===== src/rtl/smb_notify_pkg.sv =====
package smb_notify_pkg;

  // Position of the message parser within a Host Notify frame
  typedef enum logic [2:0] {
    NS_IDLE,   // no frame of interest open
    NS_ADDR,   // start seen, waiting for the address byte
    NS_DEV,    // waiting for the device-address payload byte
    NS_LO,     // waiting for the low data byte
    NS_HI,     // waiting for the high data byte
    NS_END     // all payload received, waiting for stop
  } nfy_state_t;

  localparam logic DIR_WRITE = 1'b0;

endpackage


===== src/rtl/smb_notify_fsm.sv =====
module smb_notify_fsm
  import smb_notify_pkg::*;
#(
  parameter int ADDR_W    = 7,
  parameter int BYTE_W    = 8,
  parameter logic [ADDR_W-1:0] HOST_ADDR = 7'h08,
  localparam int WORD_W   = 2 * BYTE_W
) (
  input  logic              clk,
  input  logic              rst,
  input  logic              ev_start,
  input  logic              ev_stop,
  input  logic              ev_addr,
  input  logic [BYTE_W-1:0] addr_in,
  input  logic              ev_byte,
  input  logic [BYTE_W-1:0] byte_in,
  output logic              resp_valid,
  output logic              resp_ack,
  output logic              commit,
  output logic [ADDR_W-1:0] stg_dev,
  output logic [WORD_W-1:0] stg_word
);

  nfy_state_t         state;
  logic [BYTE_W-1:0]  stg_lo;
  logic [BYTE_W-1:0]  stg_hi;
  logic               host_hit;

  assign host_hit = (addr_in[BYTE_W-1 -: ADDR_W] == HOST_ADDR) && (addr_in[0] == DIR_WRITE);
  assign commit   = (state == NS_END) && ev_stop && !ev_start;
  assign stg_word = {stg_hi, stg_lo};

  always_ff @(posedge clk) begin
    if (rst) begin
      state      <= NS_IDLE;
      resp_valid <= 1'b0;
      resp_ack   <= 1'b0;
      stg_dev    <= '0;
      stg_lo     <= '0;
      stg_hi     <= '0;
    end else begin
      resp_valid <= 1'b0;
      resp_ack   <= 1'b0;
      if (ev_start) begin
        state <= NS_ADDR;
      end else if (ev_stop) begin
        state <= NS_IDLE;
      end else if (ev_addr) begin
        resp_valid <= 1'b1;
        if (state == NS_ADDR && host_hit) begin
          resp_ack <= 1'b1;
          state    <= NS_DEV;
        end else begin
          state    <= NS_IDLE;
        end
      end else if (ev_byte) begin
        resp_valid <= 1'b1;
        case (state)
          NS_DEV: begin
            resp_ack <= 1'b1;
            stg_dev  <= byte_in[BYTE_W-1 -: ADDR_W];
            state    <= NS_LO;
          end
          NS_LO: begin
            resp_ack <= 1'b1;
            stg_lo   <= byte_in;
            state    <= NS_HI;
          end
          NS_HI: begin
            resp_ack <= 1'b1;
            stg_hi   <= byte_in;
            state    <= NS_END;
          end
          default: state <= NS_IDLE;
        endcase
      end
    end
  end

  // a decision only ever answers an address or data byte
  assert_resp_follows_event_R2: assert property (@(posedge clk) disable iff (rst)
    resp_valid |-> $past(ev_addr || ev_byte));

  // an ACK is only ever given with a valid decision
  assert_ack_has_valid_R10: assert property (@(posedge clk) disable iff (rst)
    resp_ack |-> resp_valid);

endmodule


===== src/rtl/smb_notify_capture.sv =====
module smb_notify_capture #(
  parameter int ADDR_W = 7,
  parameter int WORD_W = 16
) (
  input  logic              clk,
  input  logic              rst,
  input  logic              commit,
  input  logic              clr,
  input  logic [ADDR_W-1:0] in_dev,
  input  logic [WORD_W-1:0] in_word,
  output logic              irq,
  output logic              ovr,
  output logic [ADDR_W-1:0] dev,
  output logic [WORD_W-1:0] word
);

  always_ff @(posedge clk) begin
    if (rst) begin
      irq  <= 1'b0;
      ovr  <= 1'b0;
      dev  <= '0;
      word <= '0;
    end else if (commit && (!irq || clr)) begin
      irq  <= 1'b1;
      ovr  <= 1'b0;
      dev  <= in_dev;
      word <= in_word;
    end else if (commit) begin
      ovr  <= 1'b1;
    end else if (clr) begin
      irq  <= 1'b0;
      ovr  <= 1'b0;
    end
  end

  assert_irq_rise_needs_commit_R5: assert property (@(posedge clk) disable iff (rst)
    $rose(irq) |-> $past(commit));

  assert_ovr_implies_irq_R8: assert property (@(posedge clk) disable iff (rst)
    ovr |-> irq);

  assert_pending_values_hold_R8: assert property (@(posedge clk) disable iff (rst)
    (irq && !clr) |=> ($stable(dev) && $stable(word)));

  assert_clear_drops_flags_R9: assert property (@(posedge clk) disable iff (rst)
    (clr && !commit) |=> (!irq && !ovr));

endmodule


===== src/rtl/smb_notify_rx.sv =====
module smb_notify_rx #(
  parameter int ADDR_W = 7,
  parameter int BYTE_W = 8,
  parameter logic [ADDR_W-1:0] HOST_ADDR = 7'h08,
  localparam int WORD_W = 2 * BYTE_W
) (
  input  logic              clk,
  input  logic              rst,
  input  logic              bus_start,
  input  logic              bus_stop,
  input  logic              addr_valid,
  input  logic [BYTE_W-1:0] addr_byte,
  input  logic              rx_valid,
  input  logic [BYTE_W-1:0] rx_byte,
  input  logic              irq_clear,
  output logic              resp_valid,
  output logic              resp_ack,
  output logic              notify_irq,
  output logic              notify_ovr,
  output logic [ADDR_W-1:0] notify_dev,
  output logic [WORD_W-1:0] notify_word
);

  logic              commit;
  logic [ADDR_W-1:0] stg_dev;
  logic [WORD_W-1:0] stg_word;

  smb_notify_fsm #(
    .ADDR_W    (ADDR_W),
    .BYTE_W    (BYTE_W),
    .HOST_ADDR (HOST_ADDR)
  ) u_fsm (
    .clk        (clk),
    .rst        (rst),
    .ev_start   (bus_start),
    .ev_stop    (bus_stop),
    .ev_addr    (addr_valid),
    .addr_in    (addr_byte),
    .ev_byte    (rx_valid),
    .byte_in    (rx_byte),
    .resp_valid (resp_valid),
    .resp_ack   (resp_ack),
    .commit     (commit),
    .stg_dev    (stg_dev),
    .stg_word   (stg_word)
  );

  smb_notify_capture #(
    .ADDR_W (ADDR_W),
    .WORD_W (WORD_W)
  ) u_cap (
    .clk     (clk),
    .rst     (rst),
    .commit  (commit),
    .clr     (irq_clear),
    .in_dev  (stg_dev),
    .in_word (stg_word),
    .irq     (notify_irq),
    .ovr     (notify_ovr),
    .dev     (notify_dev),
    .word    (notify_word)
  );

endmodule


===== config.mk =====
export PLATFORM = sky130hd
export DESIGN_NAME = smb_notify_rx
export DESIGN_NICKNAME = d
export VERILOG_FILES = /design/src/rtl/smb_notify_pkg.sv /design/src/rtl/smb_notify_fsm.sv /design/src/rtl/smb_notify_capture.sv /design/src/rtl/smb_notify_rx.sv
export SDC_FILE = /design/constraint.sdc
export NUM_CORES = 1
export LEC_CHECK = 0
export BUFFER_PORTS_ARGS = -buffer_cell sky130_fd_sc_hd__buf_2
export CORE_AREA = 4 4 91 93
export DETAILED_ROUTE_END_ITERATION = 10
export DIE_AREA = 0 0 95 97
export PLACE_DENSITY_LB_ADDON = 0.1
export SYNTH_ARGS = -nofsm -noshare
export SYNTH_HDL_FRONTEND = slang
export SYNTH_SLANG_ARGS = --single-unit

===== constraint.sdc =====
create_clock -name clk -period 2.4 [get_ports clk]
set_input_delay 0.6 -clock clk [delete_from_list [all_inputs] [get_ports clk]]
set_output_delay 0.6 -clock clk [all_outputs]
set_load 0.01 [all_outputs]

==> run_results.csv <==
group,metric,value,unit
drt,dr.pass1.iters,4,
global_routing,grt_pass1_vias,1488,
floorplanning,design.core.area,7530,um2
critical_path,critical_path_arrival,1870,ps
sta,skew,11.7,ps
floorplanning,rows,32,
synthesis,synth_top_family_by_area,"simple AND/OR/NAND/NOR gates",
cells_and_area,regArea,1060,um2
drt,avgRoutedWirePerCell,13.2,um
hold_path,hold_path_class,"flip-flop to flip-flop",
cells_and_area,syn_to_final_growth,18.7,%
synthesis,yosysWarnings,0,
place,place_hpwl,3200,um
clock_network,ctsResizeCount,0,
synthesis,synth_top_cell_area_share,0.483,
sta,slew_viol_final,0,
pwr,powerDensity,560,nW/um2
sta,fin_crit,1630,ps
sta,hold_viol,0,
floorplanning,die_y,97,um
cells_and_area,n_antenna_cell,0,
floorplanning,die-area,9220,um2
clock_network,insertion_delay,310,ps
synthesis,synthAdderAreaFrac,0,
sta,period_share,0.681,
drt,dr_wl_met3,186,um
pwr,peakVddDrop,0.226,mV
drt,wl_met2,2060,um
global_routing,grt_pass1_wl,7690,um
synthesis,synth-xor-area-share,0,
synthesis,syn_area_per_cell,10.7,um2
clock_network,cts.sinks,53,
synthesis,synth_edf_count,0,
drt,wl_met1,2370,um
clock_network,htree_levels,2,
floorplanning,pin_count,50,
cells_and_area,nFillCells,807,
drt,via_per_inst,4.24,
cells_and_area,final_core_util,0.346,
clock_network,clock-root-buffer,"clkbuf_8",
drt,drt_iter0_markers,27,
status,outcome,"completed",
synthesis,synth_most_common_cell,"nand2b_1",
cells_and_area,multi_input_area,1060,um2
critical_path,required,2630,ps
critical_path,critPathKind,"input port to flip-flop",
global_routing,grt_max_degree,59,
sta,relSlewSlack,0.473,
clock_network,cts_tree,"yes",
clock_network,hold_buffers,0,
synthesis,yosys.area.top_type,"dfxtp_1",
cells_and_area,drive_gt1_frac,0.249,
clock_network,cts_setup_buffers,0,
synthesis,ys_ff_latch,53,
global_routing,grt_overflow_total,0,
synthesis,synthMuxAreaShare,0.214,
critical_path,end_kind,"flip-flop",
cells_and_area,nets,275,
pwr,p_leak,0.00112,uW
synthesis,synth_compound_area_frac,0.0222,
drt,top_layer,"met4",
sta,finalSetupViolCount,0,
sta,rsz0062_at_grt,"no",
sta,tns,0,ps
synthesis,yosys.area_share.simple,0.247,
place,portBuffers,49,
synthesis,synthCells,206,
synthesis,synthTopCellsByArea,"dfxtp_1 (48%), mux2i_1 (21%), nand2b_1 (16%), nor4b_1 (1.6%), buf_6 (1.0%)",
clock_network,clk_pin_slew,100,ps
synthesis,synthesis.area,2200,um2
synthesis,synth_common_cells,"nand2b_1 (55), dfxtp_1 (53), mux2i_1 (47), clkbuf_1 (6)",
job,drv_cap,0,
global_routing,grtUsageTotal,0.107,
sta,max_freq,612,MHz
synthesis,ys_types,28,
floorplanning,start_util,0.292,
sta,worst_pin_slew,790,ps
clock_network,cts_buffer_depth,2,
drt,routed_wl,4680,um
place,place_congestion,0.660,
drt,vias,1506,
critical_path,cp_max_fo,9,
floorplanning,die_x,95,um
synthesis,yosys_most_used_dff,"dfxtp_1",
clock_network,cts_made_buffers,5,
global_routing,antenna_found_initial,0,
critical_path,crit_path_start_kind,"input port",
synthesis,synth_nets,229,
drt,route.detailed.drc,0,
synthesis,yosysSeqAreaShare,0.483,
drt,ant_nets,0,
synthesis,async_flop_share,0,
[state kept, by name, summed over array words and instances (netlist names)]
register,count
u_cap.dev,7
u_cap.irq,1
u_cap.ovr,1
u_cap.word,16
u_fsm.resp_ack,1
u_fsm.resp_valid,1
u_fsm.state,3
u_fsm.stg_dev,7
u_fsm.stg_hi,8
u_fsm.stg_lo,8
[per-stage QoR]
stage | instance area [um2] | setup WS, ps | cells | total power [uW] | hold slack (ps)
final | 2610 | 766 | 355 | 1460 | 474
after global routing | 2610 | 579 | 355 | 1530 | 496
after CTS | 2610 | 756 | 355 | 1490 | 477
after detailed placement | 2520 | 433 | 347 | 973 | 457
after global placement | 2520 | 470 | 347 | 973 | 455
after floorplan | 2200 | 607 | 206 | 943 | 458
[per-layer routing]
metal	track usage	up-vias
met5	0	-
met2	0.149	22
met1	0.155	685
met4	0.0366	0
met3	0.0311	4
li1	-	795
[critical path: stages]
cell	delay, ps
buf_2	150
or4b_4	540
nor3b_2	170
buf_4	210
mux2i_1	190
[worst paths after layout]
check	from	end	slack, ps	cells after the start
min reg2reg	u_cap.ovr	u_cap.ovr	470	2
max reg2reg	u_fsm.state[2]	u_cap.dev[2]	780	3
min	u_cap.ovr	u_cap.ovr	470	2
max	addr_valid	u_fsm.stg_dev[6]	770	5
[cell usage in the layout, fill, tap and decap left out]
cell type / instances
mux2i_1: 47
nand2b_1: 55
or4b_4: 1
o21ai_0: 4
clkbuf_1: 1
nand3_2: 1
and3b_1: 1
nor4_1: 1
nor4bb_1: 1
and3_1: 2
and2b_2: 1
a32oi_1: 1
dfxtp_1: 53
buf_2: 49
or3_1: 1
nor3_1: 1
nand2_1: 3
nor2b_1: 2
clkbuf_8: 5
nor4b_1: 4
and2_1: 1
clkinvlp_4: 2
buf_4: 3
nor3b_1: 1
a21oi_1: 4
nor3b_2: 1
nand3_1: 2
nand3b_1: 1
nor2_1: 4
[power by group]
| part | switching, uW | leakage (uW) | internal [uW] |
|---|---|---|---|
| Sequential | 2.69 | 0.000427 | 880 |
| Combinational | 32.5 | 0.000652 | 35.1 |
| Clock | 302 | 0.0000374 | 206 |
| Total | 337 | 0.00112 | 1120 |
[area by class of cell]
class,count,area share
Tap cell,102,0.0490
Timing Repair Buffer,52,0.103
Clock buffer,6,0.0278
Sequential cell,53,0.407
Multi-Input combinational cell,140,0.408
Clock inverter,2,0.00576
[logic make-up after synthesis]
group           count (synthesis)
simple gates                   84
buf+inv                        13
compound gates                  9
flops                          53
mux                            47
Power figures use the tool's default switching activity.
